$ cat src/rtl/fcap_pkg.sv
package fcap_pkg;

  // Register offsets: software decodes these, so they are fixed.
  localparam int unsigned OFS_FADDR = 32'h0000_1024;
  localparam int unsigned OFS_FTYPE = 32'h0000_1028;
  localparam int unsigned OFS_FATTR = 32'h0000_102C;
  localparam int unsigned OFS_REARM = 32'h0000_1030;

  // Bit of the clear register that re-arms capture.
  localparam int unsigned REARM_BIT = 0;

  // Selects which register drives the read data.
  typedef enum logic [1:0] {
    RSEL_NONE  = 2'd0,
    RSEL_FADDR = 2'd1,
    RSEL_FTYPE = 2'd2,
    RSEL_FATTR = 2'd3
  } rsel_e;

  // True when exactly one bit of the value is set.
  function automatic logic single_hot(input logic [31:0] v);
    logic [31:0] low_cleared;
    low_cleared = v & (v - 32'd1);
    return (v != 32'd0) && (low_cleared == 32'd0);
  endfunction

  // Compares a register-port offset against a fixed register offset.
  function automatic logic ofs_match(input logic [31:0] ofs, input int unsigned target);
    return ofs == target[31:0];
  endfunction

endpackage

$ cat src/rtl/fcap_decode.sv
module fcap_decode
  import fcap_pkg::*;
#(
  parameter int unsigned BUS_AW = 16,
  parameter int unsigned DATA_W = 32
) (
  input  logic              clk,
  input  logic              rst_n,
  input  logic              reg_sel,
  input  logic              reg_wr,
  input  logic [BUS_AW-1:0] reg_addr,
  input  logic [DATA_W-1:0] reg_wdata,
  output rsel_e             rd_pick,
  output logic              rearm,
  output logic              wr_to_ro
);

  logic [31:0] ofs_ext;
  logic        hit_faddr;
  logic        hit_ftype;
  logic        hit_fattr;
  logic        hit_rearm;
  logic        is_write;
  logic        is_read;

  assign ofs_ext   = 32'(reg_addr);
  assign hit_faddr = ofs_match(ofs_ext, OFS_FADDR);
  assign hit_ftype = ofs_match(ofs_ext, OFS_FTYPE);
  assign hit_fattr = ofs_match(ofs_ext, OFS_FATTR);
  assign hit_rearm = ofs_match(ofs_ext, OFS_REARM);
  assign is_write  = reg_sel && reg_wr;
  assign is_read   = reg_sel && !reg_wr;

  // Only bit 0 of a write to the clear register re-arms capture.
  assign rearm    = is_write && hit_rearm && reg_wdata[REARM_BIT];
  // Writes that reach a capture register; they are decoded and then dropped.
  assign wr_to_ro = is_write && (hit_faddr || hit_ftype || hit_fattr);

  always_comb begin
    rd_pick = RSEL_NONE;
    if (is_read) begin
      if (hit_faddr)      rd_pick = RSEL_FADDR;
      else if (hit_ftype) rd_pick = RSEL_FTYPE;
      else if (hit_fattr) rd_pick = RSEL_FATTR;
      else                rd_pick = RSEL_NONE;
    end
  end

  // a write is either a re-arm or a dropped capture write, never both.
  assert_write_exclusive_R8: assert property (@(posedge clk) disable iff (!rst_n)
    !(rearm && wr_to_ro));

  // a write never selects read data.
  assert_no_read_on_write_R9: assert property (@(posedge clk) disable iff (!rst_n)
    is_write |-> (rd_pick == RSEL_NONE));

endmodule

$ cat src/rtl/fcap_hold.sv
module fcap_hold
  import fcap_pkg::*;
#(
  parameter int unsigned FADDR_W = 32,
  parameter int unsigned TYPE_W  = 6,
  parameter int unsigned TXN_W   = 12,
  parameter int unsigned ROUTE_W = 12,
  parameter int unsigned PRIV_W  = 8,
  localparam int unsigned ATTR_W = TXN_W + ROUTE_W + PRIV_W
) (
  input  logic               clk,
  input  logic               rst_n,
  input  logic               flt_valid,
  input  logic [FADDR_W-1:0] flt_addr,
  input  logic [TYPE_W-1:0]  flt_kind,
  input  logic [TXN_W-1:0]   flt_txn,
  input  logic [ROUTE_W-1:0] flt_route,
  input  logic [PRIV_W-1:0]  flt_priv,
  input  logic               rearm,
  input  logic               wr_to_ro,
  output logic [FADDR_W-1:0] cap_addr,
  output logic [TYPE_W-1:0]  cap_type,
  output logic [ATTR_W-1:0]  cap_attr,
  output logic               held,
  output logic               take
);

  // Transaction ID at the top, privilege ID at the bottom.
  function automatic logic [ATTR_W-1:0] pack_attr(
    input logic [TXN_W-1:0]   t,
    input logic [ROUTE_W-1:0] r,
    input logic [PRIV_W-1:0]  p
  );
    return {t, r, p};
  endfunction

  logic legal_kind;
  logic armed;

  assign legal_kind = single_hot(32'(flt_kind));
  // Re-arming in the same cycle frees the holder for the incoming fault.
  assign armed      = !held || rearm;
  assign take       = flt_valid && legal_kind && armed;

  always_ff @(posedge clk or negedge rst_n) begin
    if (!rst_n) begin
      cap_addr <= '0;
      cap_type <= '0;
      cap_attr <= '0;
      held     <= 1'b0;
    end else if (take) begin
      cap_addr <= flt_addr;
      cap_type <= flt_kind;
      cap_attr <= pack_attr(flt_txn, flt_route, flt_priv);
      held     <= 1'b1;
    end else if (rearm) begin
      cap_addr <= '0;
      cap_type <= '0;
      cap_attr <= '0;
      held     <= 1'b0;
    end
  end

  // with nothing held, a legal fault is loaded by the next cycle.
  assert_first_capture_R2: assert property (@(posedge clk) disable iff (!rst_n)
    (flt_valid && legal_kind && !held) |=>
      (cap_addr == $past(flt_addr) && cap_type == $past(flt_kind) && held));

  // attribute fields land in their packed positions.
  assert_attr_pack_R3: assert property (@(posedge clk) disable iff (!rst_n)
    (flt_valid && legal_kind && !held) |=>
      (cap_attr[PRIV_W-1:0] == $past(flt_priv) &&
       cap_attr[ATTR_W-1:ATTR_W-TXN_W] == $past(flt_txn)));

  // the held type is one-hot, and zero exactly when nothing is held.
  assert_type_code_R4: assert property (@(posedge clk) disable iff (!rst_n)
    $onehot0(cap_type) && (held == (cap_type != '0)));

  // while held and not re-armed, nothing changes.
  assert_hold_stable_R5: assert property (@(posedge clk) disable iff (!rst_n)
    (held && !rearm) |=> ($stable(cap_addr) && $stable(cap_type) && $stable(cap_attr)));

  // a re-arm with no competing fault clears everything.
  assert_rearm_zero_R6: assert property (@(posedge clk) disable iff (!rst_n)
    (rearm && !(flt_valid && legal_kind)) |=>
      (cap_addr == '0 && cap_type == '0 && cap_attr == '0 && !held));

  // a fault that coincides with a re-arm wins.
  assert_same_cycle_R7: assert property (@(posedge clk) disable iff (!rst_n)
    (rearm && flt_valid && legal_kind) |=> (held && cap_addr == $past(flt_addr)));

  // a dropped write on its own moves nothing.
  assert_ro_write_R8: assert property (@(posedge clk) disable iff (!rst_n)
    (wr_to_ro && !take) |=> ($stable(cap_addr) && $stable(cap_type) && $stable(cap_attr)));

endmodule

$ cat src/rtl/fcap_rdmux.sv
module fcap_rdmux
  import fcap_pkg::*;
#(
  parameter int unsigned DATA_W  = 32,
  parameter int unsigned FADDR_W = 32,
  parameter int unsigned TYPE_W  = 6,
  parameter int unsigned ATTR_W  = 32
) (
  input  rsel_e              rd_pick,
  input  logic [FADDR_W-1:0] cap_addr,
  input  logic [TYPE_W-1:0]  cap_type,
  input  logic [ATTR_W-1:0]  cap_attr,
  output logic [DATA_W-1:0]  rdata
);

  always_comb begin
    unique case (rd_pick)
      RSEL_FADDR: rdata = DATA_W'(cap_addr);
      RSEL_FTYPE: rdata = DATA_W'(cap_type);
      RSEL_FATTR: rdata = DATA_W'(cap_attr);
      default:    rdata = '0;
    endcase
  end

endmodule

$ cat src/rtl/fault_capture_regs.sv
module fault_capture_regs
  import fcap_pkg::*;
#(
  parameter int unsigned BUS_AW  = 16,
  parameter int unsigned DATA_W  = 32,
  parameter int unsigned FADDR_W = 32,
  parameter int unsigned TYPE_W  = 6,
  parameter int unsigned TXN_W   = 12,
  parameter int unsigned ROUTE_W = 12,
  parameter int unsigned PRIV_W  = 8
) (
  input  logic               clk,
  input  logic               rst_n,
  input  logic               flt_valid,
  input  logic [FADDR_W-1:0] flt_addr,
  input  logic [TYPE_W-1:0]  flt_kind,
  input  logic [TXN_W-1:0]   flt_txn,
  input  logic [ROUTE_W-1:0] flt_route,
  input  logic [PRIV_W-1:0]  flt_priv,
  input  logic               reg_sel,
  input  logic               reg_wr,
  input  logic [BUS_AW-1:0]  reg_addr,
  input  logic [DATA_W-1:0]  reg_wdata,
  output logic [DATA_W-1:0]  reg_rdata
);

  localparam int unsigned ATTR_W = TXN_W + ROUTE_W + PRIV_W;

  // Named internal events, shared with the assertions.
  rsel_e              rd_pick;
  logic               rearm;
  logic               wr_to_ro;
  logic               held;
  logic               take;
  logic [FADDR_W-1:0] cap_addr;
  logic [TYPE_W-1:0]  cap_type;
  logic [ATTR_W-1:0]  cap_attr;

  fcap_decode #(
    .BUS_AW (BUS_AW),
    .DATA_W (DATA_W)
  ) u_decode (
    .clk       (clk),
    .rst_n     (rst_n),
    .reg_sel   (reg_sel),
    .reg_wr    (reg_wr),
    .reg_addr  (reg_addr),
    .reg_wdata (reg_wdata),
    .rd_pick   (rd_pick),
    .rearm     (rearm),
    .wr_to_ro  (wr_to_ro)
  );

  fcap_hold #(
    .FADDR_W (FADDR_W),
    .TYPE_W  (TYPE_W),
    .TXN_W   (TXN_W),
    .ROUTE_W (ROUTE_W),
    .PRIV_W  (PRIV_W)
  ) u_hold (
    .clk       (clk),
    .rst_n     (rst_n),
    .flt_valid (flt_valid),
    .flt_addr  (flt_addr),
    .flt_kind  (flt_kind),
    .flt_txn   (flt_txn),
    .flt_route (flt_route),
    .flt_priv  (flt_priv),
    .rearm     (rearm),
    .wr_to_ro  (wr_to_ro),
    .cap_addr  (cap_addr),
    .cap_type  (cap_type),
    .cap_attr  (cap_attr),
    .held      (held),
    .take      (take)
  );

  fcap_rdmux #(
    .DATA_W  (DATA_W),
    .FADDR_W (FADDR_W),
    .TYPE_W  (TYPE_W),
    .ATTR_W  (ATTR_W)
  ) u_rdmux (
    .rd_pick  (rd_pick),
    .cap_addr (cap_addr),
    .cap_type (cap_type),
    .cap_attr (cap_attr),
    .rdata    (reg_rdata)
  );

  // a second legal fault while held is never taken.
  assert_no_retake_R5: assert property (@(posedge clk) disable iff (!rst_n)
    (held && !rearm) |-> !take);

  // the clear register reads as zero.
  assert_rearm_reads_zero_R9: assert property (@(posedge clk) disable iff (!rst_n)
    (reg_sel && !reg_wr && reg_addr == BUS_AW'(OFS_REARM)) |-> (reg_rdata == '0));

endmodule

$ cat config.mk
export PLATFORM = sky130hd
export DESIGN_NAME = fault_capture_regs
export DESIGN_NICKNAME = d
export VERILOG_FILES = /design/src/rtl/fcap_pkg.sv /design/src/rtl/fcap_decode.sv /design/src/rtl/fcap_hold.sv /design/src/rtl/fcap_rdmux.sv /design/src/rtl/fault_capture_regs.sv
export SDC_FILE = /design/constraint.sdc
export NUM_CORES = 1
export LEC_CHECK = 0
export BUFFER_PORTS_ARGS = -buffer_cell sky130_fd_sc_hd__buf_2
export CORE_MARGIN = 8
export CORE_UTILIZATION = 40
export CTS_BUF_LIST = sky130_fd_sc_hd__clkbuf_8
export DETAILED_ROUTE_END_ITERATION = 16
export MAX_ROUTING_LAYER = met4
export PLACE_DENSITY = 0.7
export SYNTH_ARGS = -nofsm -noshare
export SYNTH_HDL_FRONTEND = slang
export SYNTH_SLANG_ARGS = --single-unit
$ cat constraint.sdc
create_clock -name clk -period 2.58 [get_ports clk]
set_clock_uncertainty 0.1 [all_clocks]
set_input_delay 0.516 -clock clk [delete_from_list [all_inputs] [get_ports clk]]
set_output_delay 0.516 -clock clk [all_outputs]
set_load 0.1 [all_outputs]
After elaboration in Yosys (flattened, before gate mapping)
Index checks and enable logic that the tools add are counted.
{ "classes": {"n_addsub": 1, "n_eq_ne": 7, "muxes": 12, "bitwise_logic": 1, "reduce_logical": 13} }
{ "op_table": {"columns": ["op", "count"], "rows": [
  ["$mux 32", 3],
  ["$pmux 32 s3", 1],
  ["$eq 16x13->1 const B", 4],
  ["$and 6x32->32", 1],
  ["$logic_not 32->1", 1],
  ["$mux 6", 2],
  ["$mux 2", 4],
  ["$logic_and 1x1->1", 7],
  ["$sub 6x1->7 const B", 1],
  ["$reduce_bool 6->1", 1],
  ["$eq 2x2->1 const B", 2],
  ["$eq 2x1->1 const B", 1],
  ["$logic_not 1->1", 2],
  ["$mux 1", 2],
  ["$reduce_bool 2->1", 1],
  ["$logic_or 1x1->1", 1]
]} }
{ "totals": {"register_bits": 71, "input_bits": 123, "output_inout_bits": 32, "wordCells": 38} }

Longest topological paths before layout
Gate-level depths: netlist of the first run.
{ "logic_depth": {"depth_word": 7, "mapped_depth": 8, "ltp_nobuf": 5} }

Hierarchy
A second synthesis of the first run with hierarchy kept.
{ "unflattened": {"cells_unflattened": 264, "area_unflattened_um2": 3469.6} }
{ "modules_own_cells": {"columns": ["module", "instances", "cells_per_inst", "area_per_inst_um2", "seq_area_each_um2"], "rows": [
  ["fcap_hold", 1, 179, 2735.1, 1776.7],
  ["fcap_rdmux", 1, 72, 613.1, 0.0],
  ["fcap_decode", 1, 13, 121.4, 0.0]
]} }

Least setup slack after synthesis of the first run
No wires, ideal clock.
{ "synth_path": {"path_kind": "input-to-output", "from": "in reg_addr[7]", "to": "out reg_rdata[10]", "arrival_time_ns": 3.185, "required_ns": 1.964, "path_slack_ns": -1.221, "cell_stages": 6, "path_buffers": 2, "cell_sequence": "nor4b_2 nand4_2 or3_1 clkbuf_1 clkbuf_1 a21oi_1"} }
{ "synth_via": {"elab_chain_len": 7, "word_cells_on_any_way": 11, "cone_classes": "eq/ne (6); mux (5)"} }
{ "synth_lines": {"columns": ["item", "line_no", "source"], "rows": [
  ["start: declaration", "fault_capture_regs.sv:22", "input logic [BUS_AW-1:0] reg_addr,"],
  ["$eq 16x13->1", "fcap_pkg.sv:29", "return ofs == target[31:0];"],
  ["$mux 2", "fcap_decode.sv:44", "else if (hit_fattr) rd_pick = RSEL_FATTR;"],
  ["$mux 2", "fcap_decode.sv:43", "else if (hit_ftype) rd_pick = RSEL_FTYPE;"],
  ["$mux 2 *", "fcap_decode.sv:42", "if (hit_faddr) rd_pick = RSEL_FADDR;"],
  ["$mux 2 *", "fcap_decode.sv:41", "if (is_read) begin"],
  ["$eq 2x2->1 / $eq 2x1->1 (equally long branches)", "fcap_rdmux.sv:17", "unique case (rd_pick)"],
  ["$pmux 32 s3 *", "fcap_rdmux.sv:17", null],
  ["end: declaration", "fault_capture_regs.sv:24", "output logic [DATA_W-1:0] reg_rdata"]
]} }
Every way passes the cells marked *; elsewhere a longest branch is shown, timed or not.

Final worst setup path of the first run
{ "layout_path": {"from": "in reg_addr[8]", "to": "out reg_rdata[27]"} }
The elaborated chain is that of the path after synthesis.

==> results of run 1 <==
==> cell type report <==
type	count	area share [%]
clock buffer	9	2.39
multi-input combinational	216	33.0
tap	105	2.54
timing repair buffer	140	25.5
clock inverter	7	2.32
sequential	71	34.3
==> power by group <==
group	internal (uW)	total, uW	switching, uW	leakage [uW]
clock	646	1090	441	0.000120
combinational	437	784	347	0.00119
sequential	1530	1760	231	0.000915
==> cells in the final DEF, fill, tap and decap left out, drive strengths merged, types with 5 or more instances in the layout <==
| cell type | instances |
|---|---|
| buf | 140 |
| nand2 | 71 |
| dfrtp | 71 |
| a22o | 67 |
| a21oi | 38 |
| clkbuf | 9 |
| nor2 | 8 |
| nand3b | 5 |
==> sequential cells by signal, summed over array words and instances, names as in the netlist <==
name             flops
u_hold.held          1
u_hold.cap_attr     32
u_hold.cap_addr     32
u_hold.cap_type      6
==> per-stage QoR <==
stage | setup WS, ps | setup TNS [ps]
2_1_floorplan | -299 | -6610
3_3_place_gp | -196 | -4650
3_5_place_dp | -203 | -4890
4_1_cts | -45.4 | -812
5_1_grt | -98.0 | -1990
6_report | -23.0 | -270
==> worst max-delay path, stage by stage <==
cell,delay [ps]
sky130_fd_sc_hd__buf_6,90
sky130_fd_sc_hd__nor4_4,260
sky130_fd_sc_hd__nand4_2,140
sky130_fd_sc_hd__or3_4,430
sky130_fd_sc_hd__buf_12,190
sky130_fd_sc_hd__a21oi_4,150
sky130_fd_sc_hd__buf_12,190
==> how the worst min path moves through the flow <==
stage | from | endpoint | slack, ps | cells after the start
after floorplan | rst_n | u_hold.cap_addr[0] | 120 | 0
after global placement | u_hold.cap_attr[14] | u_hold.cap_attr[14] | 390 | 1
after detailed placement | u_hold.cap_type[5] | u_hold.cap_type[5] | 380 | 1
after CTS | rst_n | u_hold.cap_addr[17] | 100 | 2
after global routing | rst_n | u_hold.cap_attr[12] | 120 | 2
final | rst_n | u_hold.cap_attr[12] | 100 | 2
==> layer usage <==
metal  vias to the layer above  GRT usage (%)  routed length (um)
met5                         -              -                   0
met4                         0           6.13                  87
met3                         8           3.54                 504
met2                       115           27.8                4680
met1                      1467           23.7                4440
li1                       1386              -                   -
==> kinds of logic (layout without fill, tap and decap cells) <==
group / count (synthesis) / count (layout)
xor+xnor: 1 / 1
simple gates: 103 / 103
flops: 71 / 71
compound gates: 112 / 112
buf+inv: 27 / 156
==> what timing repair did <==
item / in CTS / in global routing
resized for setup: 5 / 0
hold buffers: 0 / 0
endpoints found under the setup margin: 30 / 26
pin swaps: 0 / 0
==> out/results.md, run 1 <==
| Metric | This run |
|:---|:---|
| Run status | finished with violations |
| Failing checks | setup timing |
| Main synth FF type | sky130_fd_sc_hd__dfrtp_1 |
| Area growth from synthesis to layout | 57.5% |
| Fillers | 629 |
| Part of the cycle the worst path needs | 101% |
| Starting Density | 40.6% |
| Synthesis warning total | 0 |
| Worst setup slack for register-to-register paths | 960 ps |
| Dominant cells by area after synthesis | sky130_fd_sc_hd__dfrtp_1 (54%), sky130_fd_sc_hd__a22o_1 (18%), sky130_fd_sc_hd__nand2_1 (8.1%) |
| Number of instances in the synthesized netlist | 314 |
| Core Util, Final | 64.0% |
| Global placement routability congestion | 0.849 |
| Total via count after detailed routing | 2976 |
| Number of antenna violations at the first check in global routing | 0 |
| # H-tree levels | 3 |
| Final cell area excluding filler cells | 0.00518 mm2 |
| Final hold slack | 98.8 ps |
| Seq/Total Area, Yosys | 54.1% |
| Synth Area in Simple Gates | 14.5% |
| Root cell of the clock tree | sky130_fd_sc_hd__clkbuf_8 |
| #FFs+latches synth | 71 |
| Mean routed wirelength per cell | 17.7 um |
| IR drop worst, VDD | 0.409 mV |
| Cell type with the highest aggregate area in the netlist | sky130_fd_sc_hd__dfrtp_1 |
| Cell area reported after detailed placement | 0.00491 mm2 |
| Fraction of layout instances using a drive strength above 1 | 44.2% |
| CTS tree | done |
| Vias per cell | 5.43 |
| Initial DRT Pass Iterations | 4 |
| Post-synthesis cell type count | 32 |
| All-layer global routing usage | 18.2% |
| Die footprint | 0.0114 mm2 |
| R2R Path Start | u_hold.held |
| Clock transition time at the flip-flop clock pins of the worst setup and hold paths | 80 ps |
| TritonCTS buffer count | 9 |
| Power per cell area | 702 mW/mm2 |
| DRC violation count after routing | 0 |
| CP Class | input pin to output pin |
| Capture instance of the worst register-to-register path | u_hold.cap_attr[15] |
| Average size of a mapped cell | 10.5 um2 |
| Multi-input combinational cell area | 0.00171 mm2 |
| RSZ-0062 raised after global routing | yes |
| DRT Wirelength | 9.71 mm |
| Kind of launch point of the worst setup path | input pin |
| DR iter-0 viols | 132 |
| Clk sink count | 71 |
| Parity-gate share of the synthesized area counting xor and xnor cells | 0.267% |
| Synthesized netlist net count | 437 |
| Post-synthesis compound-gate area fraction | 26.0% |
| Antenna-violating nets left | 0 |
| Slew Viols, Final | 0 |
| Power after layout | 3630 uW |
| Global-route wire length before repair | 16.2 mm |
| List of most frequent post-synthesis cells | sky130_fd_sc_hd__dfrtp_1 (71), sky130_fd_sc_hd__nand2_1 (71), sky130_fd_sc_hd__a22o_1 (67), sky130_fd_sc_hd__a21oi_1 (38), sky130_fd_sc_hd__clkbuf_1 (14) |
| Number of inserted diodes | 0 |
| Worst Setup EP | reg_rdata[27] |
| Total grt overflow | 0 |
| Number of cells traversed by the worst register-to-register path | 4 |
| Portion of netlist area occupied by mux cells | 0% |
| Post-Synth Adder-Cell Area | 0% |
| Minimum setup slack in the final design | -23.0 ps |
| Clock latency on the worst-skew pair | 330 ps |
| Final min period | 2600 ps |
| Final Non-Filler Cells | 548 |
| Sequential cell area | 0.00178 mm2 |
| Post-synthesis instance area | 0.00329 mm2 |
| Number of setup buffers added after CTS | 0 |
| Number of placed instances, taps included | 532 |
| Final hold violation count | 0 |
| Main combinational cell family by area after synthesis | compound AO/OA/AOI/OAI gates |
| PortBufs | 123 |
| Number of enable-type register cells in the synthesized netlist | 0 |
| CP Data Arrival Time | 1990 ps |
| Number of global-route vias before repair | 3277 |
| Max-Slew Margin vs Limit | 69.2% |
| Vertical die dimension | 107 um |
| Leakage power summed over all cells | 0.00222 uW |
| Number of nets in the finished design | 561 |
| Critical path peak fanout | 15 |
| FMAX | 0.384 GHz |
| Placement Rows | 33 |
| Std-Cell Core Area | 0.00809 mm2 |
| Final Setup Violations | 20 |
| Type of the worst min-delay path | input pin to asynchronous set/reset pin |
| Nature of the critical path endpoint | output pin |
| Origin of the worst setup path | reg_addr[8] |
| Slew @ Worst Pin | 458 ps |
| Maximum number of pins on one net before global-route repair | 72 |
| Maxcap violations | 0 |
| Required time reported for the critical path endpoint | 1960 ps |
| Estimated wirelength of the detail-placed design | 6.96 mm |
| Ys async rst share | 100% |
| Die Width | 107 um |
| Share of the synthesized area in the top cell type | 54.1% |
| CTS Buffer Depth | 2 |
| Count of boundary I/O pins | 155 |
(Power assumes the default switching activity.)
==> run 2, diff against run 1 <==
- CORE_ASPECT_RATIO: default -> 1.4
==> run 2 against run 1 <==
- register-to-register slack gained 70 ps
- largest power group unchanged
- core utilization shrank 0.060 points
- wire length grew 4.1%
- sequential power about the same
- sequential share of layout area grew 0.21 points
- highest routed layer unchanged
- fmax decreased by 1.0%
- the run still ends with setup timing left
- sequential cell count is the same
- critical path type unchanged
- first-iteration DRC count rose by 33%
==> out/results.md, run 2 (synthesis results as in run 1) <==
| Metric | This run | Change |
|:---|:---|:---|
| Mean routed wirelength per cell | 18.5 um | was 17.7 um |
| Global-route wire length before repair | 16.2 mm | about the same |
| Critical path peak fanout | 13 | was 15 |
| Maximum number of pins on one net before global-route repair | 45 | was 72 |
| Number of setup buffers added after CTS | 0 | unchanged |
| Most used cell, CP | sky130_fd_sc_hd__buf_12 | unchanged |
| Count of boundary I/O pins | 155 | unchanged |
| Std-Cell Core Area | 0.00805 mm2 | was 0.00809 mm2 |
| Number of antenna violations at the first check in global routing | 0 | unchanged |
| RSZ-0062 raised after global routing | yes | unchanged |
| Final Setup Violations | 26 | was 20 |
| Total grt overflow | 0 | unchanged |
| Type of the worst min-delay path | input pin to asynchronous set/reset pin | unchanged |
| TritonCTS buffer count | 9 | unchanged |
| Clock transition time at the flip-flop clock pins of the worst setup and hold paths | 80 ps | about the same |
| Number of global-route vias before repair | 3279 | was 3277 |
| Critical-path cell list | buf_6 > nor4_4 > nand4_2 > or3_4 > buf_12 > a21oi_4 > buf_12 | unchanged |
| CTS tree | done | unchanged |
| IR drop worst, VDD | 0.332 mV | was 0.409 mV |
| PortBufs | 123 | unchanged |
| Post-CTS Hold Fix Bufs | 0 | unchanged |
| Combinational share of power | 23.0% | was 21.6% |
| Count of buffering cells on the critical path with inverters included | 3 | unchanged |
| Slew Viols, Final | 0 | unchanged |
| CP Data Arrival Time | 2010 ps | was 1990 ps |
| DRC violation count after routing | 0 | unchanged |
| Cell-internal power | 2430 uW | was 2610 uW |
| Place WS | -206 ps | was -203 ps |
| # H-tree levels | 3 | unchanged |
| Net switching share of the total power | 29.1% | was 28.1% |
| Leakage power summed over all cells | 0.00221 uW | was 0.00222 uW |
| Part of the cycle the worst path needs | 102% | was 101% |
| CTS Buffer Depth | 2 | unchanged |
| FMAX | 0.380 GHz | was 0.384 GHz |
| Failing checks | setup timing | unchanged |
| Estimated wirelength of the detail-placed design | 7.31 mm | was 6.96 mm |
| Root cell of the clock tree | sky130_fd_sc_hd__clkbuf_8 | unchanged |
| Fraction of layout instances using a drive strength above 1 | 44.2% | unchanged |
| Most frequent cells in the layout | sky130_fd_sc_hd__buf_2 (86), sky130_fd_sc_hd__nand2_1 (71), sky130_fd_sc_hd__dfrtp_1 (71) | was sky130_fd_sc_hd__buf_2 (88), sky130_fd_sc_hd__nand2_1 (71), sky130_fd_sc_hd__dfrtp_1 (71) |
| Global placement routability congestion | 0.771 | was 0.849 |
| Required time reported for the critical path endpoint | 1960 ps | about the same |
| GR peak layer | met2 | unchanged |
| Final min period | 2630 ps | was 2600 ps |
| Slowest cell delay on critical path | 430 ps | about the same |
| Maxcap violations | 0 | unchanged |
| CP Class | input pin to output pin | unchanged |
| Power per cell area | 667 mW/mm2 | was 702 mW/mm2 |
| Vertical die dimension | 123 um | was 107 um |
| Global-route met2 utilization | 30.5% | was 27.8% |
| Clock latency on the worst-skew pair | 340 ps | was 330 ps |
| Die Width | 92.6 um | was 107 um |
| DR iter-0 viols | 175 | was 132 |
| Kind of launch point of the worst setup path | input pin | unchanged |
| Area growth from synthesis to layout | 56.6% | was 57.5% |
| Run status | finished with violations | unchanged |
| Worst path top cell family by delay | simple AND/OR/NAND/NOR gates | unchanged |
| Die footprint | 0.0114 mm2 | about the same |
| Total via count after detailed routing | 3042 | was 2976 |
| Final hold violation count | 0 | unchanged |
| Slew @ Worst Pin | 549 ps | was 458 ps |
| Net load switching power | 998 uW | was 1020 uW |
| Antenna-violating nets left | 0 | unchanged |
| Largest regs | u_hold.cap_addr: 32 flops, u_hold.cap_attr: 32 flops, u_hold.cap_type: 6 flops | unchanged |
| Clk sink count | 71 | unchanged |
| Minimum setup slack in the final design | -49.9 ps | was -23.0 ps |
| All-layer global routing usage | 18.7% | was 18.2% |
| Nature of the critical path endpoint | output pin | unchanged |
| Starting Density | 40.8% | was 40.6% |
| Most common library cell in the layout ignoring fill and taps | sky130_fd_sc_hd__buf_2 | unchanged |
| Global-route met1 utilization | 22.2% | was 23.7% |
| DRT Wirelength | 10.1 mm | was 9.71 mm |
| Met3 capacity usage during global routing | 3.77% | was 3.54% |
| Initial DRT Pass Iterations | 4 | unchanged |
| Vias per cell | 5.57 | was 5.43 |
| Number of nets in the finished design | 561 | unchanged |
| Share of total power in sequential cells | 51.3% | was 48.5% |
| Final hold slack | 52.1 ps | was 98.8 ps |
| Clock group share of total power | 25.7% | was 29.9% |
| Max-Slew Margin vs Limit | 63.4% | was 69.2% |
| Slowest CP cell | sky130_fd_sc_hd__or3_4 | unchanged |
| Placement Rows | 39 | was 33 |
| Fillers | 628 | was 629 |
run 2: per-layer routing:
layer	share of wire, %	vias to the layer above
li1	-	1393
met1	41	1531
met2	52	101
met3	4.3	17
met4	1.9	0
met5	0	-
run 2: repair_timing:
item                                    CTS  global route
endpoints found under the setup margin   32            26
cloned                                    1             0
gates resized for setup                   7             0
pin swaps                                 0             0
run 2: cell type report:
type,instances,area (um2),area share [%]
antenna,1,2.50,0.0486
tap,102,128,2.48
sequential,71,1780,34.5
clock inverter,6,60.1,1.17
timing repair buffer,140,1330,25.9
clock buffer,10,138,2.68
multi-input combinational,216,1710,33.2
run 2: final timing paths:
kind                                     from             endpoint  slack [ps]  cells past startpoint
min in group clk                   flt_txn[5]  u_hold.cap_attr[25]         280                      2
min                                     rst_n  u_hold.cap_addr[16]          50                      1
max                               reg_addr[8]        reg_rdata[30]         -50                      7
min reg2reg                u_hold.cap_type[0]   u_hold.cap_type[0]         390                      1
max in group asynchronous               rst_n   u_hold.cap_addr[4]        1700                      2
max reg2reg                       u_hold.held  u_hold.cap_addr[29]        1030                      4
run 2: metrics by stage:
stage	std cells	setup TNS, ps	power [uW]	cell area, um2	utilization [%]
floorplan	314	-6610	2310	3690	-
global placement	528	-4410	2510	4890	60.7
detailed placement	528	-4930	2560	4890	60.7
CTS	545	-1320	3470	5140	63.9
global route	545	-2970	3640	5140	63.9
finish	546	-882	3430	5140	63.9
run 2: power by group through the flow:
stage                     combinational [uW]  sequential (uW)  clock (uW)
after floorplan                          601             1710           0
after detailed placement                 791             1770           0
final                                    789             1760         883
after global routing                     873             1820         951
after global placement                   754             1760           0
after CTS                                800             1760         906
